File: src/rtl/xpg_pkg.sv
package xpg_pkg;
   localparam int LVL_W  = 3;
   localparam int CTRL_W = 2 + 2 * LVL_W;

   typedef struct packed {
      logic [LVL_W-1:0] eng_lvl;
      logic [LVL_W-1:0] cpu_lvl;
      logic             auto_en;
      logic             gate_en;
   } ctrl_t;
endpackage

File: src/rtl/xpg_ctrl_reg.sv
module xpg_ctrl_reg
   import xpg_pkg::*;
(
   input  logic              clk,
   input  logic              rst_n,
   input  logic              wr_en,
   input  logic [CTRL_W-1:0] wr_data,
   input  logic              mode_sel,
   input  logic              mask_bit,
   input  logic [LVL_W-1:0]  mask_lvl,
   output ctrl_t             ctrl_eff
);
   ctrl_t            ctrl_q;
   ctrl_t            wr_fields;
   logic [LVL_W-1:0] derived_lvl;

   assign wr_fields = ctrl_t'(wr_data);

   generate
      if (LVL_W > 1) begin : g_wide
         always_comb derived_lvl = mode_sel ? mask_lvl : {mask_bit, {(LVL_W-1){1'b0}}};
      end else begin : g_narrow
         always_comb derived_lvl = mode_sel ? mask_lvl : mask_bit;
      end
   endgenerate

   always_ff @(posedge clk) begin
      if (!rst_n) begin
         ctrl_q <= '0;
      end else begin
         if (wr_en) begin
            ctrl_q.gate_en <= wr_fields.gate_en;
            ctrl_q.auto_en <= wr_fields.auto_en;
            ctrl_q.eng_lvl <= wr_fields.eng_lvl;
         end
         if (ctrl_q.auto_en)
            ctrl_q.cpu_lvl <= derived_lvl;
         else if (wr_en)
            ctrl_q.cpu_lvl <= wr_fields.cpu_lvl;
      end
   end

   always_comb begin
      ctrl_eff = ctrl_q;
      if (ctrl_q.auto_en)
         ctrl_eff.cpu_lvl = derived_lvl;
   end


   wr_ignored_chk: assert property (@(posedge clk) disable iff (!rst_n)
      (wr_en && ctrl_q.auto_en) |=> (ctrl_q.cpu_lvl == $past(derived_lvl)));

   mode_three_chk: assert property (@(posedge clk) disable iff (!rst_n)
      (ctrl_q.auto_en && mode_sel) |-> (ctrl_eff.cpu_lvl == mask_lvl));

   auto_off_hold_chk: assert property (@(posedge clk) disable iff (!rst_n)
      (!ctrl_q.auto_en && !wr_en) |=> $stable(ctrl_q.cpu_lvl));
endmodule

File: src/rtl/xpg_prio_cmp.sv
module xpg_prio_cmp
   import xpg_pkg::*;
(
   input  ctrl_t ctrl,
   output logic  hold
);
   always_comb hold = ctrl.gate_en && (ctrl.cpu_lvl > ctrl.eng_lvl);
endmodule

File: src/rtl/xpg_pend_lane.sv
module xpg_pend_lane (
   input  logic clk,
   input  logic rst_n,
   input  logic req,
   input  logic ack,
   output logic pend
);
   always_ff @(posedge clk) begin
      if (!rst_n)
         pend <= 1'b0;
      else if (req)
         pend <= 1'b1;
      else if (ack)
         pend <= 1'b0;
   end


   pend_keep_chk: assert property (@(posedge clk) disable iff (!rst_n)
      (pend && !ack) |=> pend);

   pend_clear_chk: assert property (@(posedge clk) disable iff (!rst_n)
      (ack && !req) |=> !pend);
endmodule

File: src/rtl/xfer_prio_gate.sv
module xfer_prio_gate
   import xpg_pkg::*;
#(
   parameter int N_REQ = 4
) (
   input  logic              clk,
   input  logic              rst_n,
   input  logic              wr_en,
   input  logic [CTRL_W-1:0] wr_data,
   output logic [CTRL_W-1:0] rd_data,
   input  logic              mode_sel,
   input  logic              mask_bit,
   input  logic [LVL_W-1:0]  mask_lvl,
   input  logic [N_REQ-1:0]  req_in,
   input  logic [N_REQ-1:0]  req_ack,
   output logic [N_REQ-1:0]  req_out
);
   generate
      if (N_REQ < 1) begin : g_bad_n
         $error("xfer_prio_gate: N_REQ must be at least 1");
      end
      if (LVL_W < 1) begin : g_bad_w
         $error("xfer_prio_gate: LVL_W must be at least 1");
      end
   endgenerate

   ctrl_t            ctrl_eff;
   logic             hold;
   logic [N_REQ-1:0] pend;

   xpg_ctrl_reg u_reg (
      .clk      (clk),
      .rst_n    (rst_n),
      .wr_en    (wr_en),
      .wr_data  (wr_data),
      .mode_sel (mode_sel),
      .mask_bit (mask_bit),
      .mask_lvl (mask_lvl),
      .ctrl_eff (ctrl_eff)
   );

   xpg_prio_cmp u_cmp (
      .ctrl (ctrl_eff),
      .hold (hold)
   );

   generate
      for (genvar i = 0; i < N_REQ; i++) begin : g_lane
         xpg_pend_lane u_lane (
            .clk   (clk),
            .rst_n (rst_n),
            .req   (req_in[i]),
            .ack   (req_ack[i]),
            .pend  (pend[i])
         );
      end
   endgenerate

   assign rd_data = CTRL_W'(ctrl_eff);
   assign req_out = hold ? '0 : pend;


   held_zero_chk: assert property (@(posedge clk) disable iff (!rst_n)
      (rd_data[0] && (rd_data[4:2] > rd_data[7:5])) |-> (req_out == '0));

   open_pass_chk: assert property (@(posedge clk) disable iff (!rst_n)
      !rd_data[0] |-> (req_out == pend));
endmodule

File: config.mk
export PLATFORM = sky130hd
export DESIGN_NAME = xfer_prio_gate
export DESIGN_NICKNAME = d
export VERILOG_FILES = /design/src/rtl/xpg_pkg.sv /design/src/rtl/xpg_ctrl_reg.sv /design/src/rtl/xpg_prio_cmp.sv /design/src/rtl/xpg_pend_lane.sv /design/src/rtl/xfer_prio_gate.sv
export SDC_FILE = /design/constraint.sdc
export NUM_CORES = 1
export LEC_CHECK = 0
export CAP_MARGIN = 20
export CORE_AREA = 2 2 41 58
export DETAILED_ROUTE_END_ITERATION = 6
export DIE_AREA = 0 0 43 60
export PLACE_DENSITY = 0.71
export REMOVE_ABC_BUFFERS = 1
export SLEW_MARGIN = 25
export SYNTH_ARGS = -nofsm -noshare
export SYNTH_HDL_FRONTEND = slang
export SYNTH_SLANG_ARGS = --single-unit
File: constraint.sdc
create_clock -name clk -period 1.8 [get_ports clk]
set_clock_uncertainty 0.15 [all_clocks]
set_input_delay 0.36 -clock clk [delete_from_list [all_inputs] [get_ports clk]]
set_output_delay 0.36 -clock clk [all_outputs]
set_load 0.02 [all_outputs]
=== Yosys cells after proc, flatten, opt, wreduce, memory -nomap -nowiden ===
Cells that the tools add are included.

* $add $sub $neg: 0
* $mul: 0
* Div/mod/pow operators: 0
* Order comparisons: 1
* Equal/unequal tests: 0
* Shifts and indexed selects: 0
* Mux-type cells: 13
* Bitwise operators: 0
* Reduce and logical (&&, ||, !) cells: 6

{| class="wikitable"
|+ Operators by type and width
! cell !! count
|-
| 2-to-1 mux 3 bit || 4
|-
| nonzero test 2 bit || 5
|-
| 2-to-1 mux 1 bit || 8
|-
| 2-to-1 mux 4 bit || 1
|-
| > comparator 3 bit || 1
|-
| logical AND 1 bit || 1
|}

* Bits in registers: 12
* Latch bits: 0
* RAM bits: 0
* Bits in read-only memories: 0
* Input bits: 24
* Output and inout port bits: 12
* Word-level logic and storage cells: 28
* Memories kept: 0

=== Longest topological paths before layout ===
Gate-level depths: netlist of run 1.

* Depth in word-level cells: 5
* Depth in mapped cells: 7
* Mapped depth without buffers: 6

=== By module ===
A second synthesis of run 1 with hierarchy kept.

* Cell total of the unflattened synthesis: 70
* Area, all modules: 686.9 µm²

{| class="wikitable"
|+ By module, submodules not included
! module !! instances !! cells each !! area an instance (µm²) !! sequential area each (µm²)
|-
| xpg_ctrl_reg || 1 || 43 || 412.9 || 160.2
|-
| xpg_pend_lane || 4 || 3 || 41.3 || 20.0
|-
| xpg_prio_cmp || 1 || 11 || 83.8 || 0.0
|-
| xfer_prio_gate || 1 || 4 || 25.0 || 0.0
|}

=== Least setup slack after synthesis of run 1 ===
OpenSTA, ideal clock, no wires.

* Path kind: register to output
* From: reg u_reg.ctrl_q (netlist bit u_reg.ctrl_eff[1])
* To: out req_out[0]
* Arrival time: 2.071 ns
* Required time: 1.290 ns
* Slack: -0.781 ns
* Stages on the path, launching flop included: 7
* Buffers on the path: 1
* Cell sequence: dfxtp_1 buf_2 o21ai_0 ha_1 nand2b_1 a32oi_1 a21boi_0

* Word-level cells in the longest chain between the ends: 4

{| class="wikitable"
|+ RTL lines
! element !! RTL line !! source
|-
| from (decl) || xpg_ctrl_reg.sv:13 || <nowiki>ctrl_t ctrl_q;</nowiki>
|-
| 2-to-1 mux 3 bit || xpg_ctrl_reg.sv:45 || <nowiki>if (ctrl_q.auto_en)</nowiki>
|-
| via rd_data[3] || xfer_prio_gate.sv:10 || <nowiki>output logic [CTRL_W-1:0] rd_data,</nowiki>
|-
| > comparator 3 bit || xpg_prio_cmp.sv:7 || <nowiki>always_comb hold = ctrl.gate_en && (ctrl.cpu_lvl > ctrl.eng_lvl);</nowiki>
|-
| logical AND 1 bit || xpg_prio_cmp.sv:7 ||
|-
| 2-to-1 mux 4 bit || xfer_prio_gate.sv:60 || <nowiki>assign req_out = hold ? '0 : pend;</nowiki>
|-
| to (decl) || xfer_prio_gate.sv:16 || <nowiki>output logic [N_REQ-1:0] req_out</nowiki>
|}

The timed path passes the listed nets, and every way through them passes these cells.

=== Worst setup path in the final report of run 1 ===
* From: reg u_reg.ctrl_q (netlist bit u_reg.ctrl_eff[1])
* To: out req_out[2]

* Word-level cells in the longest chain between the ends: 4

{| class="wikitable"
|+ RTL lines
! element !! RTL line
|-
| 2-to-1 mux 3 bit || xpg_ctrl_reg.sv:45
|-
| > comparator 3 bit || xpg_prio_cmp.sv:7
|-
| logical AND 1 bit || xpg_prio_cmp.sv:7
|-
| 2-to-1 mux 4 bit || xfer_prio_gate.sv:60
|}

No other way between the ends.

==> results of run 1 <==
power by group:
group          leakage, nW  switching, mW  internal, mW
registers            0.100         0.0110         0.283
clock network       0.0138         0.0818        0.0772
logic                0.412          0.102         0.143
layout make-up:
cell class,instances,area (µm²)
flip-flops and latches,12,244
clock buffers,3,22.5
well taps,22,27.5
inverters,5,18.8
fillers,226,970
multi-input cells,45,368
repair buffers,51,452
metal layers:
metal | routed length (µm) | vias to the layer above | share of wire [%] | global-route usage, %
met5 | 0 | - | 0 | 0
met4 | 10 | 0 | 0.62 | 6.49
met3 | 151 | 2 | 9.4 | 3.93
met2 | 896 | 27 | 56 | 27.9
met1 | 550 | 297 | 34 | 12.5
li1 | - | 330 | - | -
registers in the layout, summed over array words and instances, names as in the netlist:
signal	flops
g_lane.u_lane.pend	4
u_reg.ctrl_eff	5
u_reg.ctrl_q	3
worst paths after layout:
check / cells past startpoint / start / slack (ps) / end
worst max-delay path: 6 / u_reg.ctrl_eff[1] / -510 / req_out[2]
worst min-delay path: 1 / u_reg.ctrl_q[2] / 360 / u_reg.ctrl_q[2]
worst max register to register: 3 / u_reg.ctrl_eff[1] / 630 / u_reg.ctrl_q[3]
worst min register to register: 1 / u_reg.ctrl_q[2] / 360 / u_reg.ctrl_q[2]
cells by family (layout without fill, tap and decap cells):
group	Yosys count	in the layout
compound gates	19	19
fa+ha+maj	3	3
buf+inv	13	59
flops	12	12
mux	7	7
simple gates	16	16
placed cells by master (no fill, tap or decap), types with 3 or more instances in the layout:
| cell type | netlist | routed |
|---|---|---|
| sky130_fd_sc_hd__buf_4 | 5 | 19 |
| sky130_fd_sc_hd__clkdlybuf4s50_1 | 0 | 18 |
| sky130_fd_sc_hd__nor2b_1 | 11 | 11 |
| sky130_fd_sc_hd__dfxtp_1 | 12 | 11 |
| sky130_fd_sc_hd__dlygate4sd2_1 | 0 | 9 |
| sky130_fd_sc_hd__o21a_1 | 6 | 6 |
| sky130_fd_sc_hd__mux2i_1 | 6 | 5 |
| sky130_fd_sc_hd__inv_1 | 5 | 4 |
| sky130_fd_sc_hd__a21boi_1 | 0 | 4 |
| sky130_fd_sc_hd__ha_1 | 3 | 3 |
| sky130_fd_sc_hd__clkbuf_4 | 0 | 3 |
| sky130_fd_sc_hd__buf_6 | 1 | 3 |
through the flow:
stage	power [mW]	cell area, µm²
5_1_grt	0.743	1130
6_report	0.698	1130
2_1_floorplan	0.396	602
3_5_place_dp	0.534	1070
3_3_place_gp	0.530	1070
4_1_cts	0.700	1120
worst reg2reg max path, delay by kind of cell (launching register included):
family,cells,cell delay (ps)
flip-flops,1,370
AO/OA/AOI/OAI,1,270
buffers and inverters,2,250
timing repair:
action	4_1_cts	5_1_grt
endpoints found under the setup margin	12	6
hold buffers	0	0
buffers inserted	4	0
pin swaps	13	3
gates resized for setup	62	5
==> results.ini, run 1 <==
[outcome]
outcome=complete, but fails checks
violated_checks=negative setup slack

[die]
placeableCoreArea_mm2=0.00210
floorplan.initialDensity_pct=31.4
io-pin-count=36
std_cell_rows=20
design.die.area_mm2=0.00258
fp.dieH_um=60
die_width_um=43

[synthesis]
ys_async_sr_fraction_pct=0
dominantRegCellSynth=sky130_fd_sc_hd__dfxtp_1
synth_compound_gate_area_share_pct=20.8
synth-edff-count=0
largest_family_of_logic_cells_by_synthesized_area=compound AO/OA/AOI/OAI gates
synth_sequential_area_ratio_pct=36.4
yosys.area_share.adder_pct=5.68
yosys-top-cells-area=sky130_fd_sc_hd__dfxtp_1 36%, sky130_fd_sc_hd__nor2b_1 10%, sky130_fd_sc_hd__mux2i_1 9.1%
ys_types=19
postSynthAreaPerCell_um2=9.44
synthTopCellsByCount=12 x sky130_fd_sc_hd__dfxtp_1, 11 x sky130_fd_sc_hd__nor2b_1, 6 x sky130_fd_sc_hd__mux2i_1, 6 x sky130_fd_sc_hd__o21a_1
synthSimpleGateAreaFrac_pct=14.0
yosysWarningCount=0
post-synth-top-area-fraction_pct=36.4
synthesis.instances=70
largest_area_contributor_in_the_netlist=sky130_fd_sc_hd__dfxtp_1
synth_seq_cells=12
synthMuxAreaShare_pct=11.4
synthMostInstantiatedCell=sky130_fd_sc_hd__dfxtp_1
synth_xor_xnor_area_share_pct=0
netlist_area_um2=661

[critical_path]
timing.critical_path.cells=buf_6 -> o21a_1 -> ha_1 -> a32oi_2 -> a21boi_1 -> buf_4
critical-path-top-delay-family=compound AO/OA/AOI/OAI gates
cp-end-kind=output pin
worst_ep_arrival_time_ps=1800
worst_setup_path_start_kind=register
path_class=reg2out
critical_path_required_ps=1290
critical_path.max_fanout=6
cp_slowest_cell=sky130_fd_sc_hd__dfxtp_4
path_buf_inv=2
critical-path-max-stage-delay_ps=370

[drt]
route.vias.total=656
firstDrtPassIters=2
wl_per_cell_um=11.7
finalWirelength_mm=1.61
antenna_violating_nets_post_route=0
residual_drc_count=0
post_detailed_route_via_to_cell_ratio=4.75
first_iter_violations=17

[timing]
relSlewSlack_pct=71.9
unrepaired_setup_endpoints_after_global_routing=true
final.setup.worst_slack_ps=-511
max_slew.worst_pin.slew_ps=421
hold_ws_ps=362
final_report_hold_violation_count=0
upper_clock_frequency_limit_mhz=433
period_share_pct=128
final-max-slew-violation-count=0
final-setup-viol-count=5
period_minus_slack_ps=2310
totalNegativeSetupSlack_ps=-2030

[clock_network]
clkSinkCount=12
cts.reportedPaths.clkPinSlew_ps=80
tritoncts=done
cts_buffers=3
clock_insertion_delay_worst_skew_ps=270
longest_clk_path_bufs=2
clk_root_buffer_cell=sky130_fd_sc_hd__clkbuf_4
cts_max_level=1

[global_route]
grt_max_degree=13
first_pass_grt_wire_length_mm=2.73
first_global_vias=702
grt_use_total_pct=14.0
grt_total_ovfl=0
antenna_found_initial=0

[placement]
worst_slack_at_placement_ps=-1290
io_buffers=35
placed_cells_incl_taps=131
dpl.hpwl_mm=1.25
replace_congestion=0.702

[cells_and_area]
fin_cells=138
final_layout_size_suffix_gt1_share_pct=31.0
layout.nets=145
final_core_utilization_pct=53.9
areaGrowthSynthToFinish_pct=71.4
diodes=0

[run]
max-cap-violations=0

[power_and_ir_drop]
power.density_mw_per_mm2=617
leakagePower_nw=0.526
worst_vdd_drop_mv=0.389

[hold_path]
min-delay-path-class=reg2reg

Note: power is estimated with default switching activity, not from simulation.
==> inputs of run 2 (changes only) <==
Settings changed: SETUP_SLACK_MARGIN set to 0.5, SKIP_CTS_REPAIR_TIMING set to 1.
==> results.ini, run 2 (synthesized netlist as in run 1, its figures left out) <==
[drt]
residual_drc_count=0  ; unchanged
first_iter_violations=5  ; -12
post_detailed_route_via_to_cell_ratio=4.74  ; -0.26%
firstDrtPassIters=3  ; +1
route.vias.total=678  ; +3.4%
wl_per_cell_um=13.1  ; +12%
finalWirelength_mm=1.87  ; +16%
antenna_violating_nets_post_route=0  ; unchanged

[power_and_ir_drop]
worst_vdd_drop_mv=0.399  ; +2.6%
leakagePower_nw=0.624  ; +19%
power.density_mw_per_mm2=585  ; -5.2%

[clock_network]
clk_root_buffer_cell=sky130_fd_sc_hd__clkbuf_4
clkSinkCount=12  ; unchanged
cts_max_level=1  ; unchanged
tritoncts=done
cts.reportedPaths.clkPinSlew_ps=70  ; about the same
clock_insertion_delay_worst_skew_ps=260  ; about the same
cts_buffers=3  ; unchanged
longest_clk_path_bufs=2  ; unchanged

[cells_and_area]
multi_input_area_um2=462  ; +26%
final.fill_count=192  ; -15%
final_layout_size_suffix_gt1_share_pct=47.1  ; +16 points
layout.nets=150  ; +3.4%
areaGrowthSynthToFinish_pct=102
commonest_cells_after_routing_fill_and_taps_aside=18 x sky130_fd_sc_hd__buf_4, 16 x sky130_fd_sc_hd__clkdlybuf4s50_1, 15 x sky130_fd_sc_hd__buf_6
fin_cells=143  ; +3.6%
regArea_um2=251  ; +3.1%
mostFrequentLayoutCell=sky130_fd_sc_hd__buf_4
largest_reg_flops=5  ; unchanged
diodes=0  ; unchanged

[critical_path]
critical_path.max_fanout=6  ; unchanged
critical-path-top-cell-by-count=sky130_fd_sc_hd__buf_4
cp-end-kind=output pin
worst_setup_path_start_kind=register
timing.critical_path.cells=buf_4 -> nor2_4 -> a21oi_2 -> ha_4 -> o21a_1 -> a21boi_1 -> buf_4
cp_slowest_cell=sky130_fd_sc_hd__dfxtp_4
path_class=reg2out
worst_ep_arrival_time_ps=1780  ; -20 ps
critical_path_required_ps=1290  ; about the same
critical-path-max-stage-delay_ps=390  ; +20 ps

[timing]
unrepaired_setup_endpoints_after_global_routing=true
final.setup.worst_slack_ps=-486  ; +25.2 ps
relSlewSlack_pct=71.3  ; -0.53 points
max_slew.worst_pin.slew_ps=429  ; +8.57 ps
period_minus_slack_ps=2290  ; -25.2 ps
final-setup-viol-count=5  ; unchanged
final-max-slew-violation-count=0  ; unchanged
upper_clock_frequency_limit_mhz=437  ; +1.1%
period_share_pct=127  ; -1.4 points
totalNegativeSetupSlack_ps=-1970  ; +61.9 ps
final_report_hold_violation_count=0  ; unchanged

[outcome]
violated_checks=negative setup slack
outcome=complete, but fails checks

[die]
design.die.area_mm2=0.00258  ; unchanged
io-pin-count=36  ; unchanged
fp.dieH_um=60  ; unchanged
std_cell_rows=20  ; unchanged
die_width_um=43  ; unchanged
floorplan.initialDensity_pct=31.4  ; unchanged
placeableCoreArea_mm2=0.00210  ; unchanged

[global_route]
grt_max_degree=13  ; unchanged
antenna_found_initial=0  ; unchanged
first_pass_grt_wire_length_mm=2.48  ; -9.1%
grt_total_ovfl=0  ; unchanged
first_global_vias=642  ; -8.5%
grt_use_total_pct=12.7  ; -1.2 points

[placement]
io_buffers=35  ; unchanged
placed_cells_incl_taps=131  ; unchanged
replace_congestion=0.702  ; unchanged
dpl.hpwl_mm=1.25  ; unchanged

[hold_path]
min-delay-path-class=in2reg

[run]
max-cap-violations=0  ; unchanged

run 2: final timing paths:
path / endpoint / cells past startpoint / start / slack (ps)
setup / recovery: req_out[3] / 7 / u_reg.ctrl_eff[1] / -490
setup reg to reg: u_reg.ctrl_q[3] / 3 / u_reg.ctrl_eff[1] / 640
hold / removal: u_reg.ctrl_q[4] / 3 / mask_lvl[2] / 310
hold reg to reg: u_reg.ctrl_q[2] / 1 / u_reg.ctrl_q[2] / 360
run 2: cell type report:
cell class / count / share of cell area [%]
timing repair buffer: 56 / 41.4
multi-input combinational: 45 / 34.6
sequential: 12 / 18.9
tap: 22 / 2.06
clock buffer: 3 / 1.69
inverter: 5 / 1.41
run 2: through the flow:
| stage | total power, mW | util, % | setup WS [ps] | hold slack (ps) | instance area [µm²] |
|---|---|---|---|---|---|
| 5_1_grt | 0.829 | 63.5 | -567 | 316 | 1330 |
| 3_5_place_dp | 0.534 | 50.9 | -1290 | 347 | 1070 |
| 4_1_cts | 0.693 | 52.0 | -1300 | 363 | 1090 |
| 6_report | 0.780 | 63.5 | -486 | 307 | 1330 |
| 2_1_floorplan | 0.396 | - | -838 | 321 | 602 |
| 3_3_place_gp | 0.530 | 50.9 | -1230 | 337 | 1070 |
run 2: critical path: cells and delay by family, from the launching register on:
kind,cells,cell delay [ps]
compound gates,3,540
flops,1,390
buf+inv,2,310
fa+ha+maj,1,240
simple gates,1,30
run 2: where the power goes:
part           total [mW]  switching [mW]  internal (mW)
combinational       0.327           0.131          0.196
clock               0.156          0.0791         0.0772
sequential          0.297          0.0132          0.284
total               0.780           0.223          0.557
run 2: metal layers:
layer	vias to the layer above	GRT usage [%]	part of all wire, %
met2	27	23.8	60
met5	-	0	0
met1	308	12.3	31
met3	4	3.93	7.3
li1	339	-	-
met4	0	6.49	1.5
